<file path="src/rtl/pmon_pkg.sv">
package pmon_pkg;

    localparam int REG_W  = 32;
    localparam int ADDR_W = 5;

    // global control field positions
    localparam int GC_ENABLE    = 31;
    localparam int GC_STOPMAX   = 30;
    localparam int GC_SPLIT_TOP = 24;
    localparam int GC_FREEZE    = 20;
    localparam int GC_MODE_HI   = 19;
    localparam int GC_MODE_LO   = 18;

    // per-counter control word field positions
    localparam int CW_SEL_LO = 26;
    localparam int CW_INV    = 24;
    localparam int CW_CYC    = 23;
    localparam int CW_EN     = 22;

    // status / mask flag for logical counter k sits at ST_TOP - k
    localparam int ST_TOP = 31;

    localparam logic [ADDR_W-1:0] A_GCTL  = 5'd0;
    localparam logic [ADDR_W-1:0] A_STAT  = 5'd1;
    localparam logic [ADDR_W-1:0] A_IMASK = 5'd2;
    localparam logic [ADDR_W-1:0] A_CNT   = 5'd8;
    localparam logic [ADDR_W-1:0] A_CW    = 5'd16;

    localparam logic [REG_W-1:0] GCTL_MASK  = 32'hC1FC_0000;
    localparam logic [REG_W-1:0] CW_MASK    = 32'hFFC0_0000;
    localparam logic [REG_W-1:0] IMASK_MASK = 32'hFF00_0000;

    typedef enum logic [1:0] {
        PRIV_SUP = 2'd0,
        PRIV_HYP = 2'd1,
        PRIV_USR = 2'd2,
        PRIV_ANY = 2'd3
    } priv_filter_e;

endpackage

</file>
<file path="src/rtl/pmon_evt_cond.sv">
module pmon_evt_cond #(
    parameter int NUM_EV = 64,
    parameter int SEL_W  = $clog2(NUM_EV)
) (
    input  logic              clk,
    input  logic              rst_n,
    input  logic [NUM_EV-1:0] ev_i,
    input  logic [SEL_W-1:0]  sel_i,
    input  logic              inv_i,
    input  logic              cyc_i,
    input  logic              gate_i,
    output logic              inc_o
);

    logic lvl;
    logic prev_d, prev_q;

    always_comb begin
        lvl    = ev_i[sel_i] ^ inv_i;
        prev_d = lvl;
        if (cyc_i) begin
            inc_o = gate_i & lvl;
        end else begin
            inc_o = gate_i & lvl & ~prev_q;
        end
    end

    always_ff @(posedge clk or negedge rst_n) begin
        if (!rst_n) begin
            prev_q <= 1'b0;
        end else begin
            prev_q <= prev_d;
        end
    end

endmodule

</file>
<file path="src/rtl/pmon_phys_ctr.sv">
module pmon_phys_ctr #(
    parameter int W = 32
) (
    input  logic         clk,
    input  logic         rst_n,
    input  logic         split_i,
    input  logic         stop_i,
    input  logic         wr_i,
    input  logic [W-1:0] wdata_i,
    input  logic         inc_lo_i,
    input  logic         inc_hi_i,
    output logic [W-1:0] val_o,
    output logic         hit_lo_o,
    output logic         hit_hi_o
);

    localparam int HW = W / 2;

    logic [W-1:0] val_d, val_q;

    always_comb begin
        val_d    = val_q;
        hit_lo_o = 1'b0;
        hit_hi_o = 1'b0;
        if (wr_i) begin
            val_d = wdata_i;
        end else if (!split_i) begin
            if (inc_lo_i) begin
                if (&val_q) begin
                    if (!stop_i) val_d = '0;
                end else begin
                    val_d    = val_q + 1'b1;
                    hit_lo_o = &val_d;
                end
            end
        end else begin
            if (inc_lo_i) begin
                if (&val_q[HW-1:0]) begin
                    if (!stop_i) val_d[HW-1:0] = '0;
                end else begin
                    val_d[HW-1:0] = val_q[HW-1:0] + 1'b1;
                    hit_lo_o      = &val_d[HW-1:0];
                end
            end
            if (inc_hi_i) begin
                if (&val_q[W-1:HW]) begin
                    if (!stop_i) val_d[W-1:HW] = '0;
                end else begin
                    val_d[W-1:HW] = val_q[W-1:HW] + 1'b1;
                    hit_hi_o      = &val_d[W-1:HW];
                end
            end
        end
    end

    always_ff @(posedge clk or negedge rst_n) begin
        if (!rst_n) begin
            val_q <= '0;
        end else begin
            val_q <= val_d;
        end
    end

    assign val_o = val_q;

endmodule

</file>
<file path="src/rtl/pmon_core.sv">
module pmon_core
    import pmon_pkg::*;
#(
    parameter int NUM_PHYS = 4,
    parameter int NUM_EV   = 64
) (
    input  logic              clk,
    input  logic              rst_n,
    input  logic [NUM_EV-1:0] ev_i,
    input  logic [1:0]        priv_i,
    input  logic              reg_wr_i,
    input  logic              reg_rd_i,
    input  logic [4:0]        reg_addr_i,
    input  logic [31:0]       reg_wdata_i,
    output logic [31:0]       reg_rdata_o,
    output logic              irq_o
);

    localparam int NUM_LOG = 2 * NUM_PHYS;
    localparam int SEL_W   = $clog2(NUM_EV);

    typedef struct packed {
        logic [REG_W-1:0]                gctl;
        logic [REG_W-1:0]                imask;
        logic [NUM_LOG-1:0]              stat;
        logic [NUM_LOG-1:0][REG_W-1:0]   cw;
    } regs_t;

    regs_t regs_d, regs_q;

    logic [REG_W-1:0]          gctl_q;
    logic [NUM_LOG-1:0]        stat_q;
    logic [NUM_PHYS*REG_W-1:0] cnt_flat;
    logic [NUM_LOG-1:0]        inc_vec;
    logic [NUM_LOG-1:0]        hit_vec;
    logic [NUM_LOG-1:0]        mask_vec;
    logic [NUM_PHYS-1:0]       wr_cnt;
    logic [NUM_LOG-1:0]        wr_cw;
    logic                      wr_gctl, wr_imask, rd_stat;
    logic                      priv_ok, glob_gate;
    priv_filter_e              filt;

    assign gctl_q = regs_q.gctl;
    assign stat_q = regs_q.stat;

    // address decode
    always_comb begin
        wr_gctl  = reg_wr_i && (reg_addr_i == A_GCTL);
        wr_imask = reg_wr_i && (reg_addr_i == A_IMASK);
        rd_stat  = reg_rd_i && (reg_addr_i == A_STAT);
        for (int n = 0; n < NUM_PHYS; n++) begin
            wr_cnt[n] = reg_wr_i && (reg_addr_i == A_CNT + ADDR_W'(n));
        end
        for (int k = 0; k < NUM_LOG; k++) begin
            wr_cw[k] = reg_wr_i && (reg_addr_i == A_CW + ADDR_W'(k));
        end
    end

    // global count gate: enable, freeze and privilege filter
    always_comb begin
        filt      = priv_filter_e'(regs_q.gctl[GC_MODE_HI:GC_MODE_LO]);
        priv_ok   = (filt == PRIV_ANY) || (priv_i == filt);
        glob_gate = regs_q.gctl[GC_ENABLE] && !regs_q.gctl[GC_FREEZE] && priv_ok;
    end

    genvar gk;
    generate
        for (gk = 0; gk < NUM_LOG; gk++) begin : g_cond
            pmon_evt_cond #(
                .NUM_EV (NUM_EV),
                .SEL_W  (SEL_W)
            ) u_cond (
                .clk    (clk),
                .rst_n  (rst_n),
                .ev_i   (ev_i),
                .sel_i  (regs_q.cw[gk][CW_SEL_LO +: SEL_W]),
                .inv_i  (regs_q.cw[gk][CW_INV]),
                .cyc_i  (regs_q.cw[gk][CW_CYC]),
                .gate_i (glob_gate && regs_q.cw[gk][CW_EN]),
                .inc_o  (inc_vec[gk])
            );
        end
    endgenerate

    genvar gn;
    generate
        for (gn = 0; gn < NUM_PHYS; gn++) begin : g_phys
            logic [REG_W-1:0] val;
            pmon_phys_ctr #(
                .W (REG_W)
            ) u_ctr (
                .clk      (clk),
                .rst_n    (rst_n),
                .split_i  (regs_q.gctl[GC_SPLIT_TOP - gn]),
                .stop_i   (regs_q.gctl[GC_STOPMAX]),
                .wr_i     (wr_cnt[gn]),
                .wdata_i  (reg_wdata_i),
                .inc_lo_i (inc_vec[gn]),
                .inc_hi_i (inc_vec[gn + NUM_PHYS]),
                .val_o    (val),
                .hit_lo_o (hit_vec[gn]),
                .hit_hi_o (hit_vec[gn + NUM_PHYS])
            );
            assign cnt_flat[gn*REG_W +: REG_W] = val;
        end
    endgenerate

    // next register state
    always_comb begin
        regs_d = regs_q;
        if (wr_gctl)  regs_d.gctl  = reg_wdata_i & GCTL_MASK;
        if (wr_imask) regs_d.imask = reg_wdata_i & IMASK_MASK;
        for (int k = 0; k < NUM_LOG; k++) begin
            if (wr_cw[k]) regs_d.cw[k] = reg_wdata_i & CW_MASK;
        end
        regs_d.stat = (rd_stat ? '0 : regs_q.stat) | hit_vec;
    end

    always_ff @(posedge clk or negedge rst_n) begin
        if (!rst_n) begin
            regs_q <= '0;
        end else begin
            regs_q <= regs_d;
        end
    end

    // read mux and interrupt
    always_comb begin
        reg_rdata_o = '0;
        for (int k = 0; k < NUM_LOG; k++) begin
            mask_vec[k] = regs_q.imask[ST_TOP - k];
        end
        if (reg_addr_i == A_GCTL)  reg_rdata_o = regs_q.gctl;
        if (reg_addr_i == A_IMASK) reg_rdata_o = regs_q.imask;
        if (reg_addr_i == A_STAT) begin
            for (int k = 0; k < NUM_LOG; k++) begin
                reg_rdata_o[ST_TOP - k] = regs_q.stat[k];
            end
        end
        for (int n = 0; n < NUM_PHYS; n++) begin
            if (reg_addr_i == A_CNT + ADDR_W'(n)) reg_rdata_o = cnt_flat[n*REG_W +: REG_W];
        end
        for (int k = 0; k < NUM_LOG; k++) begin
            if (reg_addr_i == A_CW + ADDR_W'(k)) reg_rdata_o = regs_q.cw[k];
        end
        irq_o = |(regs_q.stat & mask_vec);
    end

endmodule

</file>
<file path="config.mk">
export PLATFORM = sky130hd
export DESIGN_NAME = pmon_core
export DESIGN_NICKNAME = d
export VERILOG_FILES = /design/src/rtl/pmon_pkg.sv /design/src/rtl/pmon_evt_cond.sv /design/src/rtl/pmon_phys_ctr.sv /design/src/rtl/pmon_core.sv
export SDC_FILE = /design/constraint.sdc
export NUM_CORES = 1
export LEC_CHECK = 0
export BUFFER_PORTS_ARGS = -buffer_cell sky130_fd_sc_hd__clkbuf_2
export CORE_ASPECT_RATIO = 0.8
export CORE_MARGIN = 8
export CORE_UTILIZATION = 35
export CTS_BUF_LIST = sky130_fd_sc_hd__clkbuf_16
export CTS_CLUSTER_SIZE = 25
export DETAILED_ROUTE_END_ITERATION = 8
export MAX_ROUTING_LAYER = met4
export PLACE_DENSITY = 0.5
export SYNTH_ARGS = -nofsm -noshare
export SYNTH_HDL_FRONTEND = slang
export SYNTH_HIERARCHICAL = 1
export SYNTH_SLANG_ARGS = --single-unit
</file>
<file path="constraint.sdc">
create_clock -name clk -period 4.6 [get_ports clk]
set_clock_uncertainty 0.05 [all_clocks]
set_input_delay 0.46 -clock clk [delete_from_list [all_inputs] [get_ports clk]]
set_output_delay 0.46 -clock clk [all_outputs]
set_load 0.05 [all_outputs]
</file>
==> results by group, run 1 <==
Synth
  – Gate Count Post-Synth: 2578
  – Synth top area cells: dfrtp_1 (26%), mux4_1 (7.2%), mux4_2 (6.2%)
  – Post-synth top cells: nand2_1 (246), dfrtp_1 (241), nor2_1 (156)
  – Synth Cell Area: 23500 sq um
  – Sequential fraction of the synthesis area: 25.7%
  – Syn_nets: 2701
  – Cell with the most instances after synthesis: nand2_1
  – Synth area leader: dfrtp_1
  – EDFF count, synth: 0
  – Ys Warns: 6
  – #FFs+latches synth: 241
  – Yosys cell types: 109
  – Top FF cell, synth: dfrtp_1
  – Ys async rst share: 100%
  – Synthesized area per cell: 9.10 sq um
  – Area fraction of the dominant cell type after synthesis: 25.7%

GRT
  – Vias in the first global route: 21800
  – Total GRT Usage: 27.2%
  – Remaining Overflow, GRT: 0
  – Pin count of the biggest net entering global routing: 121
  – First-pass GRT wire length: 152000 microns
  – Initial antenna violation count: 6

Detailed routing
  – DRT Pass-1 Iters: 6
  – # DRC: 0
  – WL final: 104000 microns
  – Initial DRC Count: 3179
  – DR WL/cell: 29.4 microns
  – DR vias/cell: 6.64
  – Antenna-violating nets left: 0
  – Via count: 23500

Timing
  – Final setup vio count: 0
  – TNS Setup: 0 ps
  – Final slew viol count: 0
  – Headroom to the max-slew limit: 14.5%
  – Tmin final: 4200 ps
  – Worst-margin pin slew: 1260 ps
  – RSZ-0062 raised after global routing: no
  – Achievable Freq: 238 MHz
  – Final Hold Vio Count: 0
  – Final WS setup: 397 ps
  – Crit share post-route: 91.4%

Pwr
  – IR drop worst, VDD: 0.265 mV
  – Leakage: 9.82 nW
  – Power Density: 346 nW/um^2

Place
  – IO buf count: 139
  – Pre-CTS setup slack: 554 ps
  – Post-Place Cell Area: 24800 sq um
  – DP HPWL: 77300 microns
  – Routability cong.: 0.958

Run status
  – Outcome: finished clean

Layout
  – Final nets: 2758
  – Post-route cell area: 25800 sq um
  – Sequential cell area: 6030 sq um
  – Layout area overhead: 9.83%
  – Fraction of layout cells with a size suffix above 1: 17.8%
  – Area occupied by multi-input gates: 16100 sq um
  – Fill cell count: 6722

Clock network
  – CTS tree: yes
  – H-tree levels: 1
  – Setup bufs post-CTS: 0
  – Clk buf depth: 3
  – Clock transition at path regs: 60 ps
  – Clk_lat worst skew: 610 ps
  – Root buffer cell: clkbuf_16
  – CTS Buf Count: 30
  – Sink Count: 241

Min path
  – Hold Path End: g_phys[3].u_ctr/val_o[1]
  – Hold Startpoint: reg_wdata_i[1]
  – Hold path depth: 3
  – Hold Path Class: in2reg

Setup path
  – Reg-to-reg startpoint: regs_q[58]
  – Reg2reg path depth: 12
  – Crit path DAT: 4610 ps
  – Kind of critical path: reg2reg
  – Critical R2R Capture: g_phys[1].u_ctr/val_o[26]
  – WP data required: 5000 ps
  – R2r setup slk: 400 ps
  – Crit start category: flip-flop
  – Worst-path maximum fanout: 14
  – Crit end category: flip-flop

Floorplan
  – FP Rows: 85
  – Die H: 248 microns
  – Core Region: 66800 sq um
  – Die W: 305 microns
  – I/O pin cnt: 140
  – Starting Density: 35.1%
  – Die area: 75600 sq um

Flow run
  – Max cap viols: 0
==> sequential cells by signal, summed over array words and instances (netlist names) <==
name / count
regs_q: 80
gctl_q: 9
stat_q: 8
mask_vec: 8
g_cond.u_cond/prev_q: 8
g_phys.u_ctr/val_o: 128
==> through the flow <==
| step | util [%] | hold WS, ps | cells | total power [mW] |
|---|---|---|---|---|
| finish | 38.6 | 174 | 3535 | 8.92 |
| detailed placement | 37.2 | 429 | 3472 | 6.56 |
| global placement | 37.2 | 421 | 3472 | 6.50 |
| global route | 38.6 | 180 | 3533 | 9.31 |
| CTS | 38.5 | 143 | 3528 | 8.85 |
| floorplan | - | 114 | 2578 | 5.34 |
==> critical path, cell delays in order (launching register included) <==
cell and delay [ps]:
dfrtp_1 680, mux4_1 630, mux2i_1 170, mux2i_1 170, mux2i_1 580, o22ai_2 200
mux2i_1 350, mux2_2 240, a21boi_1 320, a311oi_4 80, buf_4 220, o31ai_1 250
o31ai_1 110
==> cells by family after synthesis <==
family          count (synthesis)  share of synthesized area (%)
simple gates                  885                           20.1
mux                           341                           23.1
buf+inv                       278                           5.93
compound gates                733                           21.2
xor+xnor                       84                           3.14
fa+ha+maj                      16                          0.853
flops                         241                           25.7
==> routing by layer <==
metal	wire (microns)	part of all wire (%)	global-route usage [%]
met1	48300	46	41.1
met5	0	0	-
met3	12700	12	7.41
met4	2250	2.2	5.81
met2	40900	39	35.2
==> placed cells by master (no fill, tap or decap), types with 24 or more instances in the layout <==
| cell type | n |
|---|---|
| mux4_1 | 64 |
| o21ai_1 | 78 |
| o21ai_0 | 135 |
| mux2i_1 | 95 |
| clkbuf_2 | 136 |
| o22ai_1 | 33 |
| nor2_1 | 154 |
| nand4_1 | 58 |
| buf_4 | 80 |
| and4_1 | 24 |
| mux2_1 | 37 |
| nor4_1 | 37 |
| a22oi_1 | 28 |
| mux4_2 | 65 |
| and2_1 | 35 |
| nand3_1 | 76 |
| xnor2_1 | 61 |
| a31oi_1 | 42 |
| o211ai_1 | 24 |
| nor2b_1 | 37 |
| nand2_1 | 246 |
| nor3_1 | 49 |
| a21oi_1 | 125 |
| mux2_2 | 80 |
| nand2b_1 | 32 |
| dfrtp_1 | 241 |
| and3_1 | 36 |
| clkbuf_16 | 30 |
| inv_1 | 85 |
==> power breakdown <==
| part | switching (mW) | internal (mW) |
|---|---|---|
| logic | 1.76 | 1.43 |
| registers | 0.964 | 2.49 |
| clock network | 1.04 | 1.23 |
==> timing repair <==
item	4_1_cts	5_1_grt
hold endpoints to repair	76	0
gates resized for setup	0	0
hold buffers	1	0
==> final cells by class <==
| class | count | area share [%] |
|---|---|---|
| diodes | 7 | 0.0680 |
| flip-flops and latches | 241 | 23.4 |
| inverters | 84 | 1.22 |
| clock inverters | 25 | 0.563 |
| well taps | 870 | 4.23 |
| multi-input cells | 2059 | 62.4 |
| repair buffers | 219 | 5.15 |
| clock buffers | 30 | 2.91 |
==> worst max-delay path by stage <==
stage / from / to / slack [ps] / cells past startpoint
floorplan: regs_q[26] / g_phys[0].u_ctr/val_o[27] / 1520 / 15
global placement: regs_q[154] / stat_q[4] / 540 / 11
detailed placement: regs_q[154] / stat_q[4] / 550 / 12
CTS: regs_q[154] / stat_q[4] / 510 / 12
global route: regs_q[186] / stat_q[5] / 250 / 11
finish: regs_q[58] / g_phys[1].u_ctr/val_o[26] / 400 / 12
No activity file was read; power rests on OpenSTA's default activity.
==> run 2: changes to the inputs <==
--- a/config.mk
+++ b/config.mk
@@ -7,13 +7,13 @@
 export LEC_CHECK = 0
 export BUFFER_PORTS_ARGS = -buffer_cell sky130_fd_sc_hd__clkbuf_2
 export CORE_ASPECT_RATIO = 0.8
-export CORE_MARGIN = 8
 export CORE_UTILIZATION = 35
 export CTS_BUF_LIST = sky130_fd_sc_hd__clkbuf_16
 export CTS_CLUSTER_SIZE = 25
 export DETAILED_ROUTE_END_ITERATION = 8
 export MAX_ROUTING_LAYER = met4
 export PLACE_DENSITY = 0.5
+export SLEW_MARGIN = 20
 export SYNTH_ARGS = -nofsm -noshare
 export SYNTH_HDL_FRONTEND = slang
 export SYNTH_HIERARCHICAL = 1
==> run 2 against run 1 <==
  * Global-route usage rose by 3.7 points
  * Worst setup slack lost 230 ps
  * Combinational power is essentially flat
  * Sequential power about the same
  * Sequential share of layout area shrank 0.11 points
  * Wire length rose by 0.25%
  * Non-clock buffer count fell by 8
  * Count of clock-buffer cells in the layout is 1 higher
  * Fmax is 5.3% lower
==> results by group, run 2 (same netlist as run 1, synthesis figures left out) <==
Run status
  – Outcome: finished clean (unchanged)

Clock network
  – CTS tree: yes (unchanged)
  – Clk_lat worst skew: 590 ps (was 610 ps)
  – Setup bufs post-CTS: 0 (unchanged)
  – Root buffer cell: clkbuf_16 (unchanged)
  – Hold-fix buffers, CTS: 1 (unchanged)
  – H-tree levels: 1 (unchanged)
  – Clk buf depth: 3 (unchanged)
  – Clock transition at path regs: 60 ps (about the same)
  – Post-CTS sizing: 0 (unchanged)
  – Sink Count: 241 (unchanged)
  – CTS Buf Count: 30 (unchanged)

Layout
  – Number of cells in the finished layout apart from fillers: 3513 (was 3535)
  – Final nets: 2750 (was 2758)
  – Fill cell count: 6648 (was 6722)
  – Leading cell type in the layout, fill and taps excluded: nand2_1 (unchanged)
  – Finished Core Util: 39.2% (was 38.6%)
  – Layout area overhead: 10.3% (was 9.83%)
  – Fraction of layout cells with a size suffix above 1: 17.7% (was 17.8%)
  – Post-route cell area: 25900 sq um (was 25800 sq um)
  – Max FFs per register: 128 (unchanged)
  – Most frequent cells in the layout: nand2_1 (246), dfrtp_1 (241), nor2_1 (153) (was nand2_1 (246), dfrtp_1 (241), nor2_1 (154))

Detailed routing
  – Antenna-violating nets left: 0 (unchanged)
  – DRT Pass-1 Iters: 6 (unchanged)
  – DR vias/cell: 6.68 (was 6.64)
  – WL final: 104000 microns (about the same)
  – Via count: 23500 (about the same)
  – Initial DRC Count: 3039 (was 3179)
  – DR WL/cell: 29.7 microns (was 29.4 microns)
  – # DRC: 0 (unchanged)

Timing
  – Headroom to the max-slew limit: 18.8% (was 14.5%)
  – Crit share post-route: 96.4% (was 91.4%)
  – Final setup vio count: 0 (unchanged)
  – RSZ-0062 raised after global routing: no (unchanged)
  – Final slew viol count: 0 (unchanged)
  – Final Hold Vio Count: 0 (unchanged)
  – Tmin final: 4440 ps (was 4200 ps)
  – TNS Setup: 0 ps (unchanged)
  – WHS: 185 ps (was 174 ps)
  – Achievable Freq: 225 MHz (was 238 MHz)
  – Worst-margin pin slew: 1220 ps (was 1260 ps)

Setup path
  – Crit end category: flip-flop (unchanged)
  – Critical R2R Capture: stat_q[3] (was g_phys[1].u_ctr/val_o[26])
  – Kind of critical path: reg2reg (unchanged)
  – R2r setup slk: 160 ps (was 400 ps)
  – Worst-path maximum fanout: 16 (was 14)
  – Crit path DAT: 4910 ps (was 4610 ps)
  – Reg-to-reg startpoint: regs_q[123] (was regs_q[58])
  – Reg2reg path depth: 13 (was 12)
  – Crit start category: flip-flop (unchanged)
  – WP data required: 5070 ps (was 5000 ps)

Pwr
  – Power Density: 358 nW/um^2 (was 346 nW/um^2)
  – IR drop worst, VDD: 0.283 mV (was 0.265 mV)
  – Leakage: 9.84 nW (was 9.82 nW)

Place
  – Inst Count DP: 3454 (was 3472)
  – DP HPWL: 77100 microns (was 77300 microns)
  – Routability cong.: 0.982 (was 0.958)
  – Post-Place Cell Area: 24800 sq um (about the same)
  – IO buf count: 139 (unchanged)

GRT
  – GRT busiest layer: met1 (unchanged)
  – Vias in the first global route: 21700 (was 21800)
  – Total GRT Usage: 30.9% (was 27.2%)
  – GRT met1 Usage: 47.2% (was 41.1%)
  – Pin count of the biggest net entering global routing: 84 (was 121)
  – First-pass GRT wire length: 152000 microns (about the same)
  – Remaining Overflow, GRT: 0 (unchanged)
  – Initial antenna violation count: 7 (was 6)
  – GR Util met3: 8.76% (was 7.41%)
  – Met2 Track Usage GR: 39.8% (was 35.2%)

Min path
  – Hold Path End: g_phys[0].u_ctr/val_o[0] (was g_phys[3].u_ctr/val_o[1])
  – Hold path depth: 3 (unchanged)
  – Hold Path Class: in2reg (unchanged)
  – Hold Startpoint: reg_wdata_i[0] (was reg_wdata_i[1])

Floorplan
  – I/O pin cnt: 140 (unchanged)
  – Starting Density: 35.5% (was 35.1%)
  – Die H: 234 microns (was 248 microns)
  – FP Rows: 84 (was 85)
  – Die area: 68100 sq um (was 75600 sq um)
  – Die W: 291 microns (was 305 microns)
  – Core Region: 66000 sq um (was 66800 sq um)

Flow run
  – Max cap viols: 0 (unchanged)
## run 2: changes by cell type in the layout (fill, tap and decap cells not counted), moves of 2 or more
cell / previous run / this run
bufinv_16: 1 / 6
diode_2: 7 / 3
o41ai_4: 0 / 2
clkinv_4: 0 / 2
o41ai_2: 2 / 0
clkinv_2: 10 / 3
buf_12: 1 / 3
buf_4: 80 / 70
## run 2: worst max-delay path by stage
stage | start | endpoint | slack [ps] | depth (start not counted)
after floorplan | regs_q[26] | g_phys[0].u_ctr/val_o[27] | 1520 | 15
after global placement | regs_q[123] | stat_q[3] | 410 | 13
after detailed placement | regs_q[123] | stat_q[3] | 340 | 13
after CTS | regs_q[123] | stat_q[3] | 300 | 13
after global routing | regs_q[123] | stat_q[3] | 0.05 | 13
final | regs_q[123] | stat_q[3] | 160 | 13
## run 2: metal layers
layer  up-vias  share of wire (%)
met5         -                  0
met3       120                 12
met2      1317                 39
met4         0                1.5
li1      10200                  -
met1     11900                 47
## run 2: final cells by class
| cell class | instances | area [sq um] | share of cell area [%] |
|---|---|---|---|
| antenna | 3 | 7.51 | 0.0290 |
| clock buffer | 31 | 776 | 3.00 |
| clock inverter | 24 | 265 | 1.02 |
| inverter | 84 | 315 | 1.22 |
| multi-input combinational | 2059 | 16100 | 62.3 |
| sequential | 241 | 6030 | 23.3 |
| tap | 860 | 1080 | 4.16 |
| timing repair buffer | 211 | 1290 | 4.99 |
## run 2: metrics by stage
step	power [mW]	setup WS (ps)
CTS	9.21	295
floorplan	5.34	1520
global placement	6.52	406
detailed placement	6.59	341
global route	9.65	0.0471
finish	9.27	164
## run 2: worst max-delay path, stage by stage, from the launching register on
cell       delay (ps)
dfrtp_1           930
mux4_1            400
mux2i_1           210
o32ai_1           120
mux2i_1           420
o22ai_2           200
mux2i_1           200
buf_4             190
nand2_1           100
nor4_1            440
nand3_1           120
a2111oi_0         550
and4_1            340
a21o_1             90
## run 2: report_power, final
group	internal (mW)	leakage, nW	switching (mW)	total [mW]
sequential	2.49	3.03	0.991	3.48
clock	1.55	0.517	1.04	2.58
combinational	1.44	6.29	1.77	3.21
total	5.47	9.84	3.80	9.27
